**src/rtl/dcp_pkg.sv**
```systemverilog
// Shared types for the data cache access policy controller.
// Assumes nothing beyond IEEE 1800-2017 synthesizable constructs.
package dcp_pkg;

    // Sequencer states of the controller
    typedef enum logic [2:0] {
        ST_IDLE,    // waiting for a request
        ST_ACT,     // request latched, path decided
        ST_FILL,    // fetching a line word by word
        ST_EXT_RD,  // single uncached read
        ST_EXT_WR   // single unbuffered store
    } dcp_state_e;

endpackage

```
**src/rtl/dcp_policy.sv**
```systemverilog
// Access policy decoder.
// Turns the global enable pair and per-page attributes into two path
// choices: use the cache, and send stores through the write buffer.
// Assumes the write-back attribute pair is served as write-through.
module dcp_policy (
    input  logic cache_en,
    input  logic xlat_en,
    input  logic pg_cache,
    input  logic pg_buf,
    output logic use_cache,
    output logic use_buf
);

    logic paging_on;

    // Page bits matter only when both global bits are set
    always_comb begin
        paging_on = cache_en & xlat_en;
        use_cache = paging_on & pg_cache;
        use_buf   = paging_on & (pg_buf | pg_cache);
    end

endmodule

```
**src/rtl/dcp_wbuf.sv**
```systemverilog
// Write buffer: a small address/data FIFO that drains to external memory.
// Holds its head entry on the output until acknowledged.
// Assumes DEPTH is a power of two; push is never issued while full.
module dcp_wbuf #(
    parameter int AW    = 32,
    parameter int DW    = 32,
    parameter int DEPTH = 4
) (
    input  logic          clk,
    input  logic          rst_n,
    input  logic          push,
    input  logic [AW-1:0] push_addr,
    input  logic [DW-1:0] push_data,
    output logic          full,
    output logic          empty,
    output logic          out_req,
    output logic [AW-1:0] out_addr,
    output logic [DW-1:0] out_data,
    input  logic          out_ack
);

    localparam int PTR_W = (DEPTH > 1) ? $clog2(DEPTH) : 1;
    localparam int CNT_W = PTR_W + 1;

    logic [AW-1:0]    addr_mem [DEPTH];
    logic [DW-1:0]    data_mem [DEPTH];
    logic [PTR_W-1:0] wr_ptr_q;
    logic [PTR_W-1:0] rd_ptr_q;
    logic [CNT_W-1:0] count_q;
    logic             pop;

    // Status and head-of-queue outputs
    always_comb begin
        empty    = (count_q == '0);
        full     = (count_q == CNT_W'(DEPTH));
        pop      = out_ack & ~empty;
        out_req  = ~empty;
        out_addr = addr_mem[rd_ptr_q];
        out_data = data_mem[rd_ptr_q];
    end

    // Entry storage, written on push
    always_ff @(posedge clk) begin
        if (push) begin
            addr_mem[wr_ptr_q] <= push_addr;
            data_mem[wr_ptr_q] <= push_data;
        end
    end

    // Pointer and occupancy tracking
    always_ff @(posedge clk) begin
        if (!rst_n) begin
            wr_ptr_q <= '0;
            rd_ptr_q <= '0;
            count_q  <= '0;
        end else begin
            if (push) wr_ptr_q <= wr_ptr_q + 1'b1;
            if (pop)  rd_ptr_q <= rd_ptr_q + 1'b1;
            case ({push, pop})
                2'b10:   count_q <= count_q + 1'b1;
                2'b01:   count_q <= count_q - 1'b1;
                default: count_q <= count_q;
            endcase
        end
    end

endmodule

```
**src/rtl/dcp_cache.sv**
```systemverilog
// Direct-mapped data store with tags and valid bits.
// One combinational lookup port, one word write port and a line
// validate port. Data words are not reset; valid bits are.
module dcp_cache #(
    parameter int DW         = 32,
    parameter int LINE_WORDS = 8,
    parameter int NUM_LINES  = 16,
    parameter int TAG_W      = 23
) (
    input  logic                          clk,
    input  logic                          rst_n,
    input  logic [$clog2(NUM_LINES)-1:0]  idx,
    input  logic [$clog2(LINE_WORDS)-1:0] off,
    input  logic [TAG_W-1:0]              tag,
    output logic                          hit,
    output logic [DW-1:0]                 rd_word,
    input  logic                          wr_en,
    input  logic [$clog2(LINE_WORDS)-1:0] wr_off,
    input  logic [DW-1:0]                 wr_word,
    input  logic                          set_valid
);

    localparam int IDX_W = $clog2(NUM_LINES);
    localparam int OFF_W = $clog2(LINE_WORDS);
    localparam int WORDS = NUM_LINES * LINE_WORDS;

    logic [DW-1:0]    data_q  [WORDS];
    logic [TAG_W-1:0] tag_q   [NUM_LINES];
    logic [NUM_LINES-1:0] valid_q;

    // Tag compare and word select for the current request
    always_comb begin
        hit     = valid_q[idx] && (tag_q[idx] == tag);
        rd_word = data_q[{idx, off}];
    end

    // Word writes from linefill or write-through hit
    always_ff @(posedge clk) begin
        if (wr_en) data_q[{idx, wr_off}] <= wr_word;
    end

    // Tag capture and valid bits
    always_ff @(posedge clk) begin
        if (!rst_n) begin
            valid_q <= '0;
        end else if (set_valid) begin
            valid_q[idx] <= 1'b1;
            tag_q[idx]   <= tag;
        end
    end

    logic unused_w;
    assign unused_w = ^{IDX_W[0], OFF_W[0]};

endmodule

```
**src/rtl/dcache_policy_ctrl.sv**
```systemverilog
// Data cache access policy controller (top).
// Latches one request, picks its path from global and page bits, and
// sequences cache lookup, linefill, buffered or unbuffered stores on a
// single external port. External reads and unbuffered stores wait for
// the write buffer to drain. Assumes word-aligned 32-bit accesses.
module dcache_policy_ctrl
    import dcp_pkg::*;
#(
    parameter int ADDR_W     = 32,
    parameter int DATA_W     = 32,
    parameter int LINE_WORDS = 8,
    parameter int NUM_LINES  = 16,
    parameter int WB_DEPTH   = 4
) (
    input  logic              clk,
    input  logic              rst_n,
    input  logic              req_valid,
    output logic              req_ready,
    input  logic              req_write,
    input  logic [ADDR_W-1:0] req_addr,
    input  logic [DATA_W-1:0] req_wdata,
    input  logic              cache_en,
    input  logic              xlat_en,
    input  logic              pg_cache,
    input  logic              pg_buf,
    output logic              done,
    output logic [DATA_W-1:0] rdata,
    output logic              mem_req,
    output logic              mem_write,
    output logic [ADDR_W-1:0] mem_addr,
    output logic [DATA_W-1:0] mem_wdata,
    input  logic              mem_ack,
    input  logic [DATA_W-1:0] mem_rdata
);

    localparam int BYTE_W = $clog2(DATA_W / 8);
    localparam int OFF_W  = $clog2(LINE_WORDS);
    localparam int IDX_W  = $clog2(NUM_LINES);
    localparam int WA_W   = ADDR_W - BYTE_W;
    localparam int TAG_W  = WA_W - OFF_W - IDX_W;
    localparam logic [OFF_W-1:0] LAST_OFF = OFF_W'(LINE_WORDS - 1);

    dcp_state_e        state_q;
    logic [WA_W-1:0]   wa_q;
    logic [DATA_W-1:0] wdata_q;
    logic              wr_q, cach_q, buf_q;
    logic [OFF_W-1:0]  fill_cnt_q;
    logic              done_q;
    logic [DATA_W-1:0] rdata_q;

    logic              pol_cache, pol_buf;
    logic              hit;
    logic [DATA_W-1:0] line_word;
    logic              c_wr_en, c_set;
    logic [OFF_W-1:0]  c_wr_off;
    logic [DATA_W-1:0] c_wr_word;
    logic              wb_push, wb_full, wb_empty, wb_req, wb_ack;
    logic [ADDR_W-1:0] wb_addr, ext_addr;
    logic [DATA_W-1:0] wb_data;
    logic              fsm_mem;
    logic [OFF_W-1:0]  req_off;
    logic [IDX_W-1:0]  req_idx;
    logic [TAG_W-1:0]  req_tag;

    dcp_policy u_policy (
        .cache_en  (cache_en),
        .xlat_en   (xlat_en),
        .pg_cache  (pg_cache),
        .pg_buf    (pg_buf),
        .use_cache (pol_cache),
        .use_buf   (pol_buf)
    );

    // Field split of the latched word address
    always_comb begin
        req_off = wa_q[OFF_W-1:0];
        req_idx = wa_q[OFF_W +: IDX_W];
        req_tag = wa_q[WA_W-1 -: TAG_W];
    end

    dcp_cache #(
        .DW         (DATA_W),
        .LINE_WORDS (LINE_WORDS),
        .NUM_LINES  (NUM_LINES),
        .TAG_W      (TAG_W)
    ) u_cache (
        .clk       (clk),
        .rst_n     (rst_n),
        .idx       (req_idx),
        .off       (req_off),
        .tag       (req_tag),
        .hit       (hit),
        .rd_word   (line_word),
        .wr_en     (c_wr_en),
        .wr_off    (c_wr_off),
        .wr_word   (c_wr_word),
        .set_valid (c_set)
    );

    dcp_wbuf #(
        .AW    (ADDR_W),
        .DW    (DATA_W),
        .DEPTH (WB_DEPTH)
    ) u_wbuf (
        .clk       (clk),
        .rst_n     (rst_n),
        .push      (wb_push),
        .push_addr (ext_addr),
        .push_data (wdata_q),
        .full      (wb_full),
        .empty     (wb_empty),
        .out_req   (wb_req),
        .out_addr  (wb_addr),
        .out_data  (wb_data),
        .out_ack   (wb_ack)
    );

    // Cache write and store-queue control derived from the state
    always_comb begin
        ext_addr  = {wa_q, {BYTE_W{1'b0}}};
        wb_push   = (state_q == ST_ACT) && wr_q && buf_q && !wb_full;
        c_wr_en   = (wb_push && cach_q && hit) || ((state_q == ST_FILL) && mem_ack);
        c_wr_off  = (state_q == ST_FILL) ? fill_cnt_q : req_off;
        c_wr_word = (state_q == ST_FILL) ? mem_rdata : wdata_q;
        c_set     = (state_q == ST_FILL) && mem_ack && (fill_cnt_q == LAST_OFF);
    end

    // External port ownership: sequencer first, otherwise buffer drain
    always_comb begin
        fsm_mem = (state_q == ST_FILL) || (state_q == ST_EXT_RD) || (state_q == ST_EXT_WR);
        wb_ack  = mem_ack && !fsm_mem;
        mem_req = fsm_mem || wb_req;
        if (state_q == ST_FILL) begin
            mem_write = 1'b0;
            mem_addr  = {wa_q[WA_W-1:OFF_W], fill_cnt_q, {BYTE_W{1'b0}}};
            mem_wdata = wdata_q;
        end else if (fsm_mem) begin
            mem_write = (state_q == ST_EXT_WR);
            mem_addr  = ext_addr;
            mem_wdata = wdata_q;
        end else begin
            mem_write = 1'b1;
            mem_addr  = wb_addr;
            mem_wdata = wb_data;
        end
    end

    // Request sequencer
    always_ff @(posedge clk) begin
        if (!rst_n) begin
            state_q    <= ST_IDLE;
            wa_q       <= '0;
            wdata_q    <= '0;
            wr_q       <= 1'b0;
            cach_q     <= 1'b0;
            buf_q      <= 1'b0;
            fill_cnt_q <= '0;
            done_q     <= 1'b0;
            rdata_q    <= '0;
        end else begin
            done_q <= 1'b0;
            case (state_q)
                ST_IDLE: begin
                    if (req_valid) begin
                        wa_q    <= req_addr[ADDR_W-1:BYTE_W];
                        wdata_q <= req_wdata;
                        wr_q    <= req_write;
                        cach_q  <= pol_cache;
                        buf_q   <= pol_buf;
                        state_q <= ST_ACT;
                    end
                end
                ST_ACT: begin
                    if (!wr_q) begin
                        if (cach_q && hit) begin
                            rdata_q <= line_word;
                            done_q  <= 1'b1;
                            state_q <= ST_IDLE;
                        end else if (wb_empty) begin
                            fill_cnt_q <= '0;
                            state_q    <= cach_q ? ST_FILL : ST_EXT_RD;
                        end
                    end else if (buf_q) begin
                        if (!wb_full) begin
                            done_q  <= 1'b1;
                            state_q <= ST_IDLE;
                        end
                    end else if (wb_empty) begin
                        state_q <= ST_EXT_WR;
                    end
                end
                ST_FILL: begin
                    if (mem_ack) begin
                        if (fill_cnt_q == req_off) rdata_q <= mem_rdata;
                        if (fill_cnt_q == LAST_OFF) begin
                            done_q  <= 1'b1;
                            state_q <= ST_IDLE;
                        end else begin
                            fill_cnt_q <= fill_cnt_q + 1'b1;
                        end
                    end
                end
                ST_EXT_RD: begin
                    if (mem_ack) begin
                        rdata_q <= mem_rdata;
                        done_q  <= 1'b1;
                        state_q <= ST_IDLE;
                    end
                end
                ST_EXT_WR: begin
                    if (mem_ack) begin
                        done_q  <= 1'b1;
                        state_q <= ST_IDLE;
                    end
                end
                default: state_q <= ST_IDLE;
            endcase
        end
    end

    // Requester-side outputs
    always_comb begin
        req_ready = (state_q == ST_IDLE);
        done      = done_q;
        rdata     = rdata_q;
    end

    logic unused_lsb;
    assign unused_lsb = ^req_addr[BYTE_W-1:0];

endmodule

```
**config.mk**
```make
export PLATFORM = sky130hd
export DESIGN_NAME = dcache_policy_ctrl
export DESIGN_NICKNAME = d
export VERILOG_FILES = /design/src/rtl/dcp_pkg.sv /design/src/rtl/dcp_policy.sv /design/src/rtl/dcp_wbuf.sv /design/src/rtl/dcp_cache.sv /design/src/rtl/dcache_policy_ctrl.sv
export SDC_FILE = /design/constraint.sdc
export NUM_CORES = 2
export LEC_CHECK = 0
export BUFFER_PORTS_ARGS = -buffer_cell sky130_fd_sc_hd__buf_2
export CORE_UTILIZATION = 40
export CTS_CLUSTER_DIAMETER = 40
export CTS_CLUSTER_SIZE = 28
export DETAILED_ROUTE_END_ITERATION = 10
export PLACE_DENSITY = 0.54
export SYNTH_ARGS = -nofsm -noshare
export SYNTH_HDL_FRONTEND = slang
export SYNTH_HIERARCHICAL = 1
export SYNTH_MEMORY_MAX_BITS = 65536
export SYNTH_SLANG_ARGS = --single-unit
```
**constraint.sdc**
```tcl
create_clock -name clk -period 14.05 [get_ports clk]
set_clock_uncertainty 0.15 [all_clocks]
set_input_delay 2.1075 -clock clk [delete_from_list [all_inputs] [get_ports clk]]
set_output_delay 2.1075 -clock clk [all_outputs]
set_load 0.01 [all_outputs]
```
# Word-level counts from Yosys, hierarchy flattened
# Memories as Yosys holds them, arrays and structs flattened. A register that Yosys moved wholly into a read port is not among the register bits.
# Cells that the tools add are included.
dict set report totals {
  register_bits 127
  ram_bits 4712
  out_inout_bits 100
  mem_count 4
}
# memory words word_bits rd rd_clocked_by_memory_dff wr line_no
set memory_table {}
lappend memory_table {u_cache.data_q 128 32 1 1 1 dcp_cache.sv:27} ;# logic [DW-1:0] data_q [WORDS];
lappend memory_table {u_cache.tag_q 16 23 1 1 1 dcp_cache.sv:28} ;# logic [TAG_W-1:0] tag_q [NUM_LINES];
lappend memory_table {u_wbuf.data_mem 4 32 1 1 1 dcp_wbuf.sv:26} ;# logic [DW-1:0] data_mem [DEPTH];
lappend memory_table {u_wbuf.addr_mem 4 30 1 1 1 dcp_wbuf.sv:25} ;# logic [AW-1:0] addr_mem [DEPTH];
dict set report classes {
  n_addsub 5
  order_cmp 2
  eq_ne 24
  mux 60
  bitwise 7
  reduce_logical 27
}
# cell n
set op_table {}
lappend op_table {{two-way mux 32 bit} 10}
lappend op_table {{case mux 32 bit (3 select lines)} 1}
lappend op_table {{two-way mux 3 bit} 16}
lappend op_table {{== test 23 bit} 1}
lappend op_table {{two-way mux 1 bit} 19}
lappend op_table {{OR 16 bit} 1}
lappend op_table {{two-way mux 7 bit} 2}
lappend op_table {{inequality test 2 bit (second input constant)} 6}
lappend op_table {{case mux 3 bit (2 select lines)} 2}
lappend op_table {{case mux 3 bit (4 select lines)} 1}
lappend op_table {{AND reduction 6 bit} 2}
lappend op_table {{logical AND 1 bit} 11}
lappend op_table {{inequality test 2 x 1 -> 1 bit (second input constant)} 5}
lappend op_table {{== test 3 bit (second input constant)} 3}
lappend op_table {{two-way mux 2 bit} 4}
lappend op_table {{two-way mux 4 bit} 2}
lappend op_table {{AND reduction 7 bit} 1}
lappend op_table {{adder 3 x 1 -> 3 bit (second input constant)} 2}
lappend op_table {{== test 3 x 2 -> 1 bit (second input constant)} 2}
lappend op_table {{zero test 3 bit} 2}
lappend op_table {{< comparator 4 x 5 -> 1 bit (second input constant)} 1}
lappend op_table {{adder 2 x 1 -> 2 bit (second input constant)} 2}
lappend op_table {{AND 1 bit} 4}
lappend op_table {{binary-select mux 1 bit (select 4 bit)} 1}
lappend op_table {{19 further kinds} 24}

# Depth between registers and ports, before layout
dict set report logic_depth {
  ltp_word 9
  mapped_depth 16
  mapped_depth_nobuf 11
}

# Modules after synthesis
# Netlist, hierarchy kept.
# module instances cells_each area_per_inst_um2
set modules_own_cells {}
lappend modules_own_cells {dcp_cache 1 7354 171172.9}
lappend modules_own_cells {dcp_wbuf 1 384 9784.4}
lappend modules_own_cells {dcache_policy_ctrl 1 698 5570.3}
lappend modules_own_cells {dcp_policy 1 2 16.3}

# Worst setup path before layout
# OpenSTA, ideal clock, no wires.
dict set report synth_path {
  kind {reg2reg}
  from {reg wa_q[4]}
  to {mem u_cache.data_q[125][0], enable pin}
  setup_ns 0.421
  arrival_ns 4.799
  t_required_ns 13.479
  setup_slack_ns 8.680
  stages_incl_launch_ff 15
  synth_period_minus_slack_ns 5.370
  cell_sequence {dfxtp_1 -> buf_2 -> clkbuf_1 -> buf_1 -> mux2i_1 -> mux2i_1 -> xor2_1 -> nor4_1 -> nand4_1 -> nor4_2 -> a32o_1 -> nor2b_1 -> nand3_1 -> clkbuf_1 -> nor2_1}
}
dict set report synth_between {
  elab_chain_cells 7
}
# element line_no
set synth_rtl {}
lappend synth_rtl {{start, declared} dcache_policy_ctrl.sv:44} ;# logic [WA_W-1:0] wa_q;
lappend synth_rtl {{start signal, assigned} dcache_policy_ctrl.sv:165} ;# wa_q <= req_addr[ADDR_W-1:BYTE_W];
lappend synth_rtl {{binary-select mux 1 bit (select 4 bit)} dcp_cache.sv:33} ;# hit = valid_q[idx] && (tag_q[idx] == tag);
lappend synth_rtl {{two-way mux 1 bit (not written as such)} dcp_cache.sv:33}
lappend synth_rtl {{logical AND 1 bit} dcp_cache.sv:33}
lappend synth_rtl {{named net hit} dcache_policy_ctrl.sv:52} ;# logic hit;
lappend synth_rtl {{logical AND 1 bit} dcache_policy_ctrl.sv:122} ;# c_wr_en = (wb_push && cach_q && hit) || ((state_q == ST_FILL) && mem_ack);
lappend synth_rtl {{logical OR 1 bit} dcache_policy_ctrl.sv:122}
lappend synth_rtl {{named net c_wr_en} dcache_policy_ctrl.sv:54} ;# logic c_wr_en, c_set;
lappend synth_rtl {{two-way mux 1 bit} dcp_cache.sv:39} ;# if (wr_en) data_q[{idx, wr_off}] <= wr_word;
lappend synth_rtl {{two-way mux 1 bit (not written as such)} dcp_cache.sv:39}
lappend synth_rtl {{end, declared} dcp_cache.sv:27}
# The timed path passes the listed nets, and every way through them passes these cells. The select of a mux whose other input is x is not followed.

# Final worst setup path
dict set report layout_path {
  from {reg wa_q[6]}
  to {mem u_cache.data_q[65][7], enable pin}
}
# Same word-level chain as after synthesis.

==> results.md <==
- Once the floorplan was initialized, standard cells occupied 40.2% of the core.
- The final antenna-violating net count is 0.
- A synthesized cell averages 22.1 um^2.
- In the final routed layout, each cell accounts on average for 32.9 um.
- The final critical-path required period is 8.35 ns.
- The top cell family by delay on the critical path is simple AND/OR/NAND/NOR gates.
- Clock tree synthesis selected as its root buffer the cell clkbuf_16.
- TritonCTS built the clock tree.
- Among all flip-flop cells after synthesis, the most frequent one is edfxtp_1.
- The post-synthesis mux area share is 17.8%.
- Leaving out fill and tap cells, the most frequent cell in the layout is edfxtp_1.
- Summed over its instances, the top area cell type makes up 76.0% of the synthesized netlist area.
- The number of antenna violations at the first check in global routing came to 41.
- Summed over all layers, the global routing overflow is 0.
- The layout net count is 9172.
- The capture point of the critical path is u_cache/data_q[65][7].
- The placeable core region is 464000 um^2.
- The critical path launch point type is a flip-flop.
- The H-tree generated during clock tree synthesis spans 6 levels.
- The number of buffers and inverters on the critical path is 3.
- Across all register-to-register paths, the minimum setup slack is 5.70 ns.
- The minimum hold slack is 0.297 ns.
- The first global-routing pass estimated 722000 um of wire.
- Post-CTS timing repair inserted 0 buffers for setup.
- Setup violations remaining at the end of the flow were counted as 0.
- The tool flagged a number of max-cap violations equal to 1.
- In this run the static leakage power is 67.0 nW.
- The total track usage is 21.8%.
- The relative max-transition margin is 1.41%.
- CTS saw 4849 sinks.
- The clock reaches the later pin of the worst-skew pair after 1.07 ns.
- The cell with the largest stage delay on the worst path is nor2_4.
- In the synthesized netlist, the number of instances is 8438.
- Sequential cells were found to cover 77.4% of the synthesized design area.
- For the worst setup path, the data arrival time is 8.80 ns.
- The final reports fail on capacitance limit.
- The share of cells above drive strength 1 is 30.9%.
- The maximum buffer depth of the clock tree is 4.
- From synthesis to final layout, the design area changed by 16.9%.
- The cell row count is 250.
- The largest total area in the synthesized netlist belongs to edfxtp_1.
- The worst setup path is captured at a flip-flop.
- The Yosys step of the flow raised 6 warnings.
- The vertical die dimension is 685 um.
- The power density over cell area is 179 nW/um^2.
- The max-slew violation count is 0.
- The slew at the pin closest to its max-slew limit is 1.46 ns.
- In this run the critical register-to-register path is launched from wa_q[6].
- The count of TritonRoute iterations in the first routing pass is 5.
- The critical path in this run is classified as reg -> reg.
- The routability-driven placement congestion ratio is 0.822.
- The wire length reported by the detailed router is 518000 um.
- The count of distinct cell types in the synthesized netlist is 73.
- During placement, the flow inserted port buffers numbering 202.
- In this run the critical register-to-register path is captured at u_cache/data_q[65][7].
- The run finished, with violations left.
- Summing the areas of all xor and xnor instances in the mapped netlist gives 0.202% of the synthesized area.
- The number of enable-type register cells in the synthesized netlist is 4720.
- Entering global routing, the biggest net connects 116 pins.
- In the layout the commonest cells are edfxtp_1, mux4_2, clkbuf_16, mux2i_1, nand2_1.
- The total clock buffers created by CTS is 602.
- Counting buffers and inverters, the worst setup path is 14 cells deep.
- The worst voltage drop across the vdd grid is 0.000174 V.
- The via count of the first global-routing pass came to 92129.
- Summing the areas of all and, or, nand and nor instances in the mapped netlist gives 1.40% of the synthesized area.
- Dividing the detail-routed via count by the number of cells gives 5.78.
- The flop and latch count out of synthesis is 4849.
- The via count of the routed design is 91098.
- The synthesized-area fraction occupied by adder cells is 0.0577%.
- By area, the combinational part of the netlist is dominated by multiplexers.
- The cts-stage hold buffer count is 0.
- The path class of the lowest-slack min-delay path is reg -> reg.
- The most critical setup path has its startpoint at wa_q[6].
- The post-route clock period utilization is 59.4%.
- The area of the die is 469000 um^2.
- The boundary pin count is 205.
- In the routed design, unresolved DRC markers number 0.
- The required arrival time at the worst endpoint is 14.50 ns.
- The dominant cell type by count on the critical path is buf_4.
- Measured in cells, the most critical reg-to-reg path has a length of 14.
- Of all nets on the critical path, the largest fanout is 57.
- The die is 685 um wide.
- The count of cells resized by post-cts repair is 0.
- After legalization and detailed placement, the total HPWL measured 299000 um.
- The cell area after technology mapping is 187000 um^2.
- The signal on the critical path passes through buf_4, buf_4, mux4_2, nor2b_1, a211oi_1, a21oi_1, xnor2_1, nand4_1, nor4_2, a32o_1, nor2b_1, nand2_2, buf_4, nor2_4.
- The accumulated negative setup slack is 0 ns.
- The highest clock frequency the design can meet is 120 MHz.
- By area the synthesized netlist is led by edfxtp_1, mux4_2, mux2i_1.
- The synthesized-area fraction occupied by ao, oa, aoi and oai cells is 1.97%.
- The DRC violation total after the first TritonRoute iteration is 10260.
- Clock-pin slew was measured on the worst setup and hold paths at 0.06 ns.
- The delay of the slowest cell on the worst path is 0.98 ns.
- Counting flops with an async set or reset pin after synthesis yields a share of 0%.
- Setup repair after global routing left no endpoint under its margin.
- The hold violation total from the final report is 0.
[registers in the layout (all words and copies together), names as in the netlist, named ones only]
register         cells
u_cache/data_q    4096
wdata_q             32
buf_q                1
u_wbuf/addr_mem    128
done                 1
cach_q               1
state_q              3
wa_q                30
u_wbuf/data_mem    128
wr_q                 1
fill_cnt_q           3
u_cache/tag_q      368
u_cache/valid_q     16
rdata               32
u_wbuf/count_q       3
u_wbuf/rd_ptr_q      2
u_wbuf/wr_ptr_q      2
[worst min-delay path by stage]
stage	cells after the start	start	slack (ns)	end
after global routing	1	u_cache/valid_q[7]	0.31	u_cache/valid_q[7]
after detailed placement	1	u_cache/valid_q[9]	0.28	u_cache/valid_q[9]
after CTS	1	u_cache/valid_q[9]	0.30	u_cache/valid_q[9]
after global placement	1	u_cache/valid_q[2]	0.28	u_cache/valid_q[2]
after floorplan	1	u_cache/valid_q[14]	0.27	u_cache/valid_q[14]
final	1	u_cache/valid_q[14]	0.30	u_cache/valid_q[14]
[power by group]
part	internal (mW)	switching, mW
clock network	9.57	6.41
registers	17.0	0.149
logic	1.68	4.28
total	28.3	10.8
[logic make-up after synthesis]
| group | Yosys count |
|---|---|
| AO/OA/AOI/OAI | 566 |
| adder cells (fa/ha/maj) | 8 |
| AND/OR/NAND/NOR | 631 |
| XOR/XNOR | 43 |
| flip-flops | 4849 |
| multiplexers | 1844 |
| buffers and inverters | 496 |
| other | 1 |
[Yosys cell counts (8+ instances only)]
| master | n |
|---|---|
| edfxtp_1 | 4720 |
| mux4_2 | 1162 |
| mux2i_1 | 606 |
| nand2_1 | 336 |
| o22ai_1 | 259 |
| clkbuf_1 | 238 |
| nor2_1 | 219 |
| buf_2 | 145 |
| dfxtp_1 | 129 |
| buf_1 | 81 |
| o21ai_0 | 80 |
| a21oi_1 | 77 |
| mux2_2 | 68 |
| o31ai_1 | 33 |
| o311a_1 | 32 |
| o311ai_0 | 32 |
| xor2_1 | 28 |
| a21o_1 | 17 |
| xnor2_1 | 15 |
| and2_1 | 12 |
| nand3_1 | 12 |
| nor2b_1 | 12 |
| a22oi_1 | 9 |
| buf_4 | 9 |
| inv_1 | 8 |
| mux4_1 | 8 |
[layer usage]
layer	share of wire (%)	GRT usage [%]	routed length (um)
met1	41	30.3	214000
met2	48	35.1	249000
met3	7.1	3.74	37000
met4	3.4	6.90	17700
met5	0.013	0	65
[per-stage QoR]
step | utilization (%) | cell area [um^2] | power, mW | setup slack [ns] | cells
global route | 47.0 | 218000 | 40.2 | 5.48 | 15739
CTS | 47.0 | 218000 | 39.4 | 5.74 | 15736
floorplan | - | 187000 | 20.7 | 8.68 | 8445
finish | 47.0 | 218000 | 39.1 | 5.70 | 15772
detailed placement | 42.5 | 197000 | 23.5 | 5.82 | 14629
global placement | 42.5 | 197000 | 23.4 | 5.77 | 14629
[area by class of cell]
| cell class | instances | area (um^2) |
|---|---|---|
| antenna | 36 | 90.1 |
| clock buffer | 656 | 15400 |
| clock inverter | 451 | 5520 |
| fill | 37821 | 246000 |
| inverter | 9 | 33.8 |
| multi-input combinational | 3100 | 41500 |
| sequential | 4849 | 144000 |
| tap | 6174 | 7720 |
| timing repair buffer | 497 | 3480 |
Note: power is estimated with default switching activity, not from simulation.
